## src/rtl/exp_meter_pkg.sv

```systemverilog
package exp_meter_pkg;

    localparam int GRID = 8;

    typedef enum logic [2:0] {
        ST_COLLECT,
        ST_SCAN,
        ST_LAUNCH,
        ST_DIVIDE,
        ST_MIX
    } meter_state_t;

    function automatic logic [7:0] clip_luma(input logic [7:0] v, input logic [7:0] ceil_v);
        return (v > ceil_v) ? ceil_v : v;
    endfunction

endpackage

```

## src/rtl/exp_grid_collect.sv

```systemverilog
module exp_grid_collect
    import exp_meter_pkg::*;
#(
    parameter int ACT_W = 32,
    parameter int ACT_H = 16
) (
    input  logic                clk,
    input  logic                rst_n,
    input  logic                frame_start,
    input  logic                line_start,
    input  logic                pix_valid,
    input  logic [7:0]          pix,
    input  logic [2:0]          rd_row,
    output logic                pix_accept,
    output logic                frame_close,
    output logic [GRID*8-1:0]   row_avgs
);

    localparam int RW      = ACT_W / GRID;
    localparam int RH      = ACT_H / GRID;
    localparam int REG_PIX = RW * RH;
    localparam int GRID_W  = RW * GRID;
    localparam int GRID_H  = RH * GRID;
    localparam int XW      = $clog2(ACT_W + 1);
    localparam int YW      = $clog2(ACT_H + 1);
    localparam int AW      = 8 + $clog2(REG_PIX + 1);

    logic [XW-1:0] x_q;
    logic [YW-1:0] y_q;
    logic          live_q;
    logic          accept, last_px, in_grid, band_end;
    logic [2:0]    cidx, ridx;

    always_comb begin
        accept   = pix_valid && live_q && (x_q < XW'(ACT_W)) && (y_q < YW'(ACT_H));
        last_px  = accept && (x_q == XW'(ACT_W - 1)) && (y_q == YW'(ACT_H - 1));
        in_grid  = accept && (x_q < XW'(GRID_W)) && (y_q < YW'(GRID_H));
        cidx     = 3'(int'(x_q) / RW);
        ridx     = 3'(int'(y_q) / RH);
        band_end = in_grid && (x_q == XW'(GRID_W - 1)) && ((int'(y_q) % RH) == RH - 1);
    end

    always_ff @(posedge clk or negedge rst_n) begin
        if (!rst_n) begin
            x_q         <= '0;
            y_q         <= '0;
            live_q      <= 1'b0;
            frame_close <= 1'b0;
        end else begin
            frame_close <= last_px;
            if (frame_start) begin
                x_q    <= '0;
                y_q    <= '0;
                live_q <= 1'b1;
            end else if (line_start && live_q) begin
                x_q <= '0;
                if (y_q < YW'(ACT_H)) y_q <= y_q + 1'b1;
            end else if (accept) begin
                x_q <= x_q + 1'b1;
                if (last_px) live_q <= 1'b0;
            end
        end
    end

    assign pix_accept = accept;

    for (genvar c = 0; c < GRID; c++) begin : g_col
        logic [AW-1:0] acc_q, acc_nxt;
        logic [7:0]    cmem [GRID];

        always_comb acc_nxt = acc_q + ((in_grid && cidx == 3'(c)) ? AW'(pix) : '0);

        always_ff @(posedge clk or negedge rst_n) begin
            if (!rst_n) begin
                acc_q <= '0;
            end else if (frame_start) begin
                acc_q <= '0;
            end else if (band_end) begin
                cmem[ridx] <= 8'(acc_nxt / AW'(REG_PIX));
                acc_q      <= '0;
            end else if (in_grid) begin
                acc_q <= acc_nxt;
            end
        end

        assign row_avgs[c*8 +: 8] = cmem[rd_row];
    end

endmodule

```

## src/rtl/exp_peak_track.sv

```systemverilog
module exp_peak_track (
    input  logic       clk,
    input  logic       rst_n,
    input  logic       frame_start,
    input  logic       line_start,
    input  logic       accept,
    input  logic [7:0] pix,
    input  logic       narrow,
    output logic [7:0] peak_top,
    output logic [7:0] peak_bot
);

    localparam int HIST = 7;

    logic [7:0]  hist [HIST];
    logic [2:0]  cnt_q;
    logic [10:0] s8, s4;
    logic [7:0]  wavg;
    logic        full;

    always_comb begin
        s8 = 11'(pix);
        for (int i = 0; i < HIST; i++) s8 = s8 + 11'(hist[i]);
        s4   = 11'(pix) + 11'(hist[0]) + 11'(hist[1]) + 11'(hist[2]);
        wavg = narrow ? 8'(s4 >> 2) : 8'(s8 >> 3);
        full = narrow ? (cnt_q >= 3'd3) : (cnt_q == 3'd7);
    end

    always_ff @(posedge clk or negedge rst_n) begin
        if (!rst_n) begin
            cnt_q    <= '0;
            peak_top <= 8'h00;
            peak_bot <= 8'hFF;
            for (int i = 0; i < HIST; i++) hist[i] <= '0;
        end else if (frame_start) begin
            cnt_q    <= '0;
            peak_top <= 8'h00;
            peak_bot <= 8'hFF;
        end else if (line_start) begin
            cnt_q <= '0;
        end else if (accept) begin
            hist[0] <= pix;
            for (int i = 1; i < HIST; i++) hist[i] <= hist[i-1];
            if (cnt_q != 3'd7) cnt_q <= cnt_q + 3'd1;
            if (full) begin
                if (wavg > peak_top) peak_top <= wavg;
                if (wavg < peak_bot) peak_bot <= wavg;
            end
        end
    end

endmodule

```

## src/rtl/exp_seq_div.sv

```systemverilog
module exp_seq_div #(
    parameter int NW = 14,
    parameter int DW = 7
) (
    input  logic          clk,
    input  logic          rst_n,
    input  logic          start,
    input  logic [NW-1:0] dividend,
    input  logic [DW-1:0] divisor,
    output logic          busy,
    output logic [NW-1:0] quotient
);

    localparam int CW = $clog2(NW + 1);

    logic [DW:0]   rem_q, shifted;
    logic [CW-1:0] cnt_q;
    logic          ge;

    always_comb begin
        shifted = {rem_q[DW-1:0], quotient[NW-1]};
        ge      = shifted >= {1'b0, divisor};
    end

    always_ff @(posedge clk or negedge rst_n) begin
        if (!rst_n) begin
            rem_q    <= '0;
            quotient <= '0;
            cnt_q    <= '0;
        end else if (start) begin
            rem_q    <= '0;
            quotient <= dividend;
            cnt_q    <= CW'(NW);
        end else if (cnt_q != '0) begin
            rem_q    <= ge ? (shifted - {1'b0, divisor}) : shifted;
            quotient <= {quotient[NW-2:0], ge};
            cnt_q    <= cnt_q - 1'b1;
        end
    end

    assign busy = (cnt_q != '0);

endmodule

```

## src/rtl/exp_meter_top.sv

```systemverilog
module exp_meter_top
    import exp_meter_pkg::*;
#(
    parameter int ACT_W = 32,
    parameter int ACT_H = 16
) (
    input  logic        clk,
    input  logic        rst_n,
    input  logic        frame_start,
    input  logic        line_start,
    input  logic        pix_valid,
    input  logic [7:0]  pix_luma,
    input  logic [7:0]  clip_ceil,
    input  logic [63:0] row_wt,
    input  logic [6:0]  ctr_wt,
    input  logic [5:0]  ctr_pos,
    input  logic [5:0]  ctr_size,
    input  logic [7:0]  peak_hi_ratio,
    input  logic [7:0]  peak_lo_ratio,
    input  logic        peak_narrow,
    output logic [7:0]  exp_value,
    output logic        exp_done
);

    localparam int SW = 19;
    localparam int CS = 14;

    meter_state_t state, nxt;

    logic [7:0]        pix_c;
    logic              accept, frame_close;
    logic [GRID*8-1:0] row_avgs;
    logic [7:0]        peak_top, peak_bot, top_snap, bot_snap;
    logic [2:0]        scan_row;
    logic [SW-1:0]     wsum;
    logic [CS-1:0]     csum;
    logic              div_busy;
    logic [CS-1:0]     quotient;

    assign pix_c = clip_luma(pix_luma, clip_ceil);

    exp_grid_collect #(.ACT_W(ACT_W), .ACT_H(ACT_H)) u_grid (
        .clk, .rst_n, .frame_start, .line_start, .pix_valid,
        .pix(pix_c), .rd_row(scan_row), .pix_accept(accept),
        .frame_close, .row_avgs
    );

    exp_peak_track u_peak (
        .clk, .rst_n, .frame_start, .line_start, .accept,
        .pix(pix_c), .narrow(peak_narrow), .peak_top, .peak_bot
    );

    // row mean, weighted product, and in-window partial sum for the row being scanned
    logic [10:0] row_sum, row_csum;
    logic [7:0]  row_mean, row_w;
    logic [SW-1:0] row_prod;
    logic [2:0]  cx0, cy0, cx1, cy1;
    logic [3:0]  cx1_w, cy1_w, cw, ch;
    logic [6:0]  ccount;
    logic        row_in;

    always_comb begin
        cx0   = ctr_pos[5:3];
        cy0   = ctr_pos[2:0];
        cx1_w = {1'b0, cx0} + {1'b0, ctr_size[5:3]};
        cy1_w = {1'b0, cy0} + {1'b0, ctr_size[2:0]};
        cx1   = (cx1_w > 4'd7) ? 3'd7 : cx1_w[2:0];
        cy1   = (cy1_w > 4'd7) ? 3'd7 : cy1_w[2:0];
        cw    = {1'b0, cx1} - {1'b0, cx0} + 4'd1;
        ch    = {1'b0, cy1} - {1'b0, cy0} + 4'd1;
        ccount = 7'(cw * ch);
        row_sum  = '0;
        row_csum = '0;
        for (int c = 0; c < GRID; c++) begin
            row_sum = row_sum + 11'(row_avgs[c*8 +: 8]);
            if (3'(c) >= cx0 && 3'(c) <= cx1) row_csum = row_csum + 11'(row_avgs[c*8 +: 8]);
        end
        row_mean = 8'(row_sum >> 3);
        row_w    = row_wt[scan_row*8 +: 8];
        row_prod = SW'(row_mean) * SW'(row_w);
        row_in   = (scan_row >= cy0) && (scan_row <= cy1);
    end

    exp_seq_div #(.NW(CS), .DW(7)) u_div (
        .clk, .rst_n, .start(state == ST_LAUNCH),
        .dividend(csum), .divisor(ccount), .busy(div_busy), .quotient
    );

    // final mix
    logic [7:0]  rowval, centre, blend, final_v;
    logic [6:0]  wc;
    logic [14:0] blend_num;
    logic [8:0]  pp, coef;
    logic [19:0] mixn;

    always_comb begin
        rowval    = (wsum[SW-1:8] > 11'd255) ? 8'd255 : wsum[15:8];
        centre    = (quotient > CS'(255)) ? 8'd255 : quotient[7:0];
        wc        = (ctr_wt > 7'd64) ? 7'd64 : ctr_wt;
        blend_num = 15'(rowval) * 15'(7'd64 - wc) + 15'(centre) * 15'(wc);
        blend     = 8'(blend_num >> 6);
        pp        = 9'(peak_hi_ratio) + 9'(peak_lo_ratio);
        coef      = (pp[8]) ? 9'd0 : (9'd256 - pp);
        mixn      = 20'(blend) * 20'(coef) + 20'(top_snap) * 20'(peak_hi_ratio)
                  + 20'(bot_snap) * 20'(peak_lo_ratio);
        final_v   = (mixn[19:8] > 12'd255) ? 8'd255 : mixn[15:8];
    end

    // state register
    always_ff @(posedge clk or negedge rst_n) begin
        if (!rst_n) state <= ST_COLLECT;
        else        state <= nxt;
    end

    always_comb begin
        nxt = state;
        unique case (state)
            ST_COLLECT: if (frame_close) nxt = ST_SCAN;
            ST_SCAN:    if (scan_row == 3'd7) nxt = ST_LAUNCH;
            ST_LAUNCH:  nxt = ST_DIVIDE;
            ST_DIVIDE:  if (!div_busy) nxt = ST_MIX;
            ST_MIX:     nxt = ST_COLLECT;
            default:    nxt = ST_COLLECT;
        endcase
    end

    // outputs and datapath registers
    always_ff @(posedge clk or negedge rst_n) begin
        if (!rst_n) begin
            scan_row  <= '0;
            wsum      <= '0;
            csum      <= '0;
            top_snap  <= '0;
            bot_snap  <= '0;
            exp_value <= '0;
            exp_done  <= 1'b0;
        end else begin
            exp_done <= 1'b0;
            unique case (state)
                ST_COLLECT: if (frame_close) begin
                    scan_row <= '0;
                    wsum     <= '0;
                    csum     <= '0;
                    top_snap <= peak_top;
                    bot_snap <= peak_bot;
                end
                ST_SCAN: begin
                    wsum     <= wsum + row_prod;
                    csum     <= csum + (row_in ? CS'(row_csum) : '0);
                    scan_row <= scan_row + 3'd1;
                end
                ST_MIX: begin
                    exp_value <= final_v;
                    exp_done  <= 1'b1;
                end
                default: ;
            endcase
        end
    end

endmodule

```

## config.mk

```make
export PLATFORM = sky130hd
export DESIGN_NAME = exp_meter_top
export DESIGN_NICKNAME = d
export VERILOG_FILES = /design/src/rtl/exp_meter_pkg.sv /design/src/rtl/exp_grid_collect.sv /design/src/rtl/exp_peak_track.sv /design/src/rtl/exp_seq_div.sv /design/src/rtl/exp_meter_top.sv
export SDC_FILE = /design/constraint.sdc
export NUM_CORES = 2
export LEC_CHECK = 0
export ABC_AREA = 1
export BUFFER_PORTS_ARGS = -buffer_cell sky130_fd_sc_hd__buf_2
export CORE_UTILIZATION = 47
export DETAILED_ROUTE_END_ITERATION = 6
export HOLD_SLACK_MARGIN = 0.02
export PLACE_DENSITY = 0.65
export SETUP_SLACK_MARGIN = 0.4
export SLEW_MARGIN = 40
export SYNTH_ARGS = -nofsm -noshare
export SYNTH_HDL_FRONTEND = slang
export SYNTH_SLANG_ARGS = --single-unit
```

## constraint.sdc

```tcl
create_clock -name clk -period 10.7 [get_ports clk]
set_clock_uncertainty 0.1 [all_clocks]
set_input_delay 1.605 -clock clk [delete_from_list [all_inputs] [get_ports clk]]
set_output_delay 1.605 -clock clk [all_outputs]
set_load 0.02 [all_outputs]
```

==> metrics.md <==
| Metric | Value |
|---|---|
| Final instance count without filler cells | approximately 8k |
| Clock latency on the worst-skew pair | between 600 and 700 ps |
| Top cells by area, synth | edfxtp_1, fa_1, dfrtp_1 |
| Core Region | 118,000 um2 |
| I/O pins | 130 |
| Pin count of the biggest net entering global routing | 89 |
| Asr flop ratio synth | 34.1% |
| Initial DRC count | 3,016 |
| Worst min-delay path class | reg -> reg |
| Die Span Y | 347 um |
| Overflow after GRT | 0 |
| Root Buffer | clkbuf_16 |
| Actual slew at the worst max-slew pin | ~870 ps |
| Slowest CP cell | fa_1 |
| Crit Path Max Fanout | 5 |
| DRT Wirelength | 150,000 um |
| DP HPWL | 109,000 um |
| Max-cap violations | 0 |
| Sequential fraction of the synthesis area | around 39% |
| WL per Instance | 18.5 um |
| Cells after Synth | just over 6k |
| Worst EP required | 11,150 ps |
| Port Buf Inserts | 129 |
| Yosys top cell area share | 27.5% |
| Global-route wire length before repair | 233,000 um |
| Flops & latches, synth | 777 |
| CP Class | in -> reg |
| Most used cell, CP | fa_1 |
| Hold Fails Final Rpt | 0 |
| CTS tree | done |
| Warnings from Yosys | 0 |
| Final setup vio count | 8 |
| Drt pass-1 iters | 5 |
| Fillcell total | 10.4k |
| Worst setup margin | -1790 ps |
| Initial Util | a little under half |
| Post-synth EDFFs | 512 |
| Cts bufs inserted | 86 |
| GP Congestion | 0.929 |
| R2r setup slk | -940 ps |
| CP startpoint kind | input pin |
| CTS Sinks | between 700 and 800 |
| Total GRT Usage | 24.7% |
| Count of hold-fix buffers inserted at cts | 0 |
| Max Slew Vio Count | 0 |
| Final core utilization | a little over half |
| WP data arrival | roughly 13,000 ps |
| Commonest cells post-synth | inv_1, nand2_1, nor2_1, edfxtp_1, o21ai_0 |
| Via count | 43.0k |
| Worst setup EP type | flip-flop |
| Number of diodes | 0 |
| Pre-CTS setup slack | -2610 ps |
| Crit-path max cell delay | 580 ps |
| Fin crit share | 117% |
| Share of layout cells above drive strength 1 | 12.8% |
| Top-count cell post-synth | inv_1 |
| Fmax | 80.1 MHz |
| Antenna-violating nets left | 0 |
| Initial antenna violation count | 5 |
| Leading area contributor after synthesis | edfxtp_1 |
| Area of the die | 121,000 um2 |
| Clock tree buffer depth | 3 |
| Netlist cell types | 67 |
| H-tree depth | 3 |
| Placed instance count | just under 8k |
| Via/cell ratio | 5.27 |
| Status | finished, violations left |
| Final nets | around 7.5k |
| Vias in the first global route | between 40k and 50k |
| Mapped Area | approximately 56,000 um2 |
| Clk slew on worst S/H paths | 70 ps |
| Tmin final | about 12,000 ps |
| Final TNS setup | -14,080 ps |
| Failing checks | setup timing |
| Relative slew slack | about two fifths |
| Syn-to-layout area delta | 15.2% |
| Remaining DRCs | 0 |
| Ys flop type | edfxtp_1 |
| RSZ-0062 raised after global routing | true |
| Mean Syn Cell Area | 9.06 um2 |
| Die W | 347 um |
| Row count | 126 |
==> stage by stage <==
stage / hold WS (ps) / instance area, um2
after detailed placement: 370 / 60500
after CTS: 387 / 63500
final: 382 / 64500
after floorplan: 347 / 56200
after global placement: 358 / 60400
after global routing: 403 / 64500
==> cell families after synthesis <==
kind of cell	synth area share [%]
simple gates	14.5
mux	0.0179
fa+ha+maj	24.3
compound gates	10.3
other cells	0.0134
buf+inv	9.18
flops	39.3
xor+xnor	2.36
==> sequential cells by signal, summed over array words and instances, names as in the netlist, 4 cells and up <==
signal,count
u_grid.g_col.acc_q,88
top_snap,8
u_div.quotient,14
bot_snap,8
u_peak.peak_top,8
exp_value,8
u_grid.x_q,6
u_peak.hist,56
u_div.cnt_q,4
csum,14
u_peak.peak_bot,8
u_div.rem_q,7
wsum,19
u_grid.y_q,5
u_grid.g_col.cmem,512
==> cell usage in the layout, fill, tap and decap left out, types with 13 or more instances in the layout <==
cell type,synthesis,routed
inv_1,1143,1120
nand2_1,1079,1040
nor2_1,691,680
edfxtp_1,512,512
o21ai_0,474,449
ha_1,437,414
fa_1,406,400
buf_4,5,299
dfrtp_1,257,255
a21oi_1,232,215
nand3_1,138,137
buf_2,16,122
o22ai_1,109,108
xor2_1,107,102
clkbuf_16,0,91
nand2_2,16,44
xnor2_1,42,41
a31oi_1,46,40
o21ai_1,18,35
a32o_1,28,28
nor3_1,35,24
inv_2,6,22
buf_6,0,22
ha_4,0,20
or2_2,22,19
o21bai_1,19,19
clkinv_1,9,18
clkinv_2,0,18
clkbuf_1,160,17
o21ai_2,10,16
a21oi_2,1,16
a21o_1,15,15
nand4_1,14,14
nand2_4,2,13
==> path summary, 6_finish.rpt <==
path / from / to / cells after the start
max: ctr_wt[4] / exp_value[7] / 61
min: u_peak.hist[8] / u_peak.hist[0] / 2
min reg2reg: u_peak.hist[8] / u_peak.hist[0] / 2
min in group asynchronous: rst_n / u_grid.g_col[6].acc_q[5] / 1
max reg2reg: wsum[16] / exp_value[7] / 53
max in group asynchronous: rst_n / u_peak.hist[52] / 3
==> worst max-delay path: cells and delay by family <==
kind | cells | cell delay (ps)
compound gates | 7 | 1170
fa+ha+maj | 15 | 7050
buf+inv | 17 | 1160
simple gates | 21 | 1840
xor+xnor | 1 | 150
==> metal layers <==
layer | global-route usage (%) | share of wire [%] | wire length, um | vias to the layer above
met5 | 0 | 0 | 0 | -
met1 | 32.4 | 42 | 63500 | 21000
met2 | 42.8 | 49 | 74200 | 1151
li1 | - | - | - | 20600
met3 | 2.44 | 5.3 | 8000 | 232
met4 | 8.09 | 3.2 | 4750 | 0
==> final cells by class <==
cell class              instances  area (um2)  area share [%]
clock inverters                49         546           0.846
well taps                    1536        1920            2.98
repair buffers                464        3550            5.51
multi-input cells            4050       29700            46.1
flip-flops and latches        777       22000            34.1
inverters                    1159        4400            6.82
clock buffers                 112        2340            3.63
==> repair_timing <==
| action | CTS | global route |
|---|---|---|
| resized for setup | 15 | 164 |
| endpoints found under the setup margin | 8 | 37 |
| pin swaps | 27 | 90 |
| buffers inserted | 7 | 26 |
| cloned | 0 | 5 |
Power is left out: the tool's default activity adds up to more than one toggle a clock period on the data nets, which glitch-free logic cannot reach.
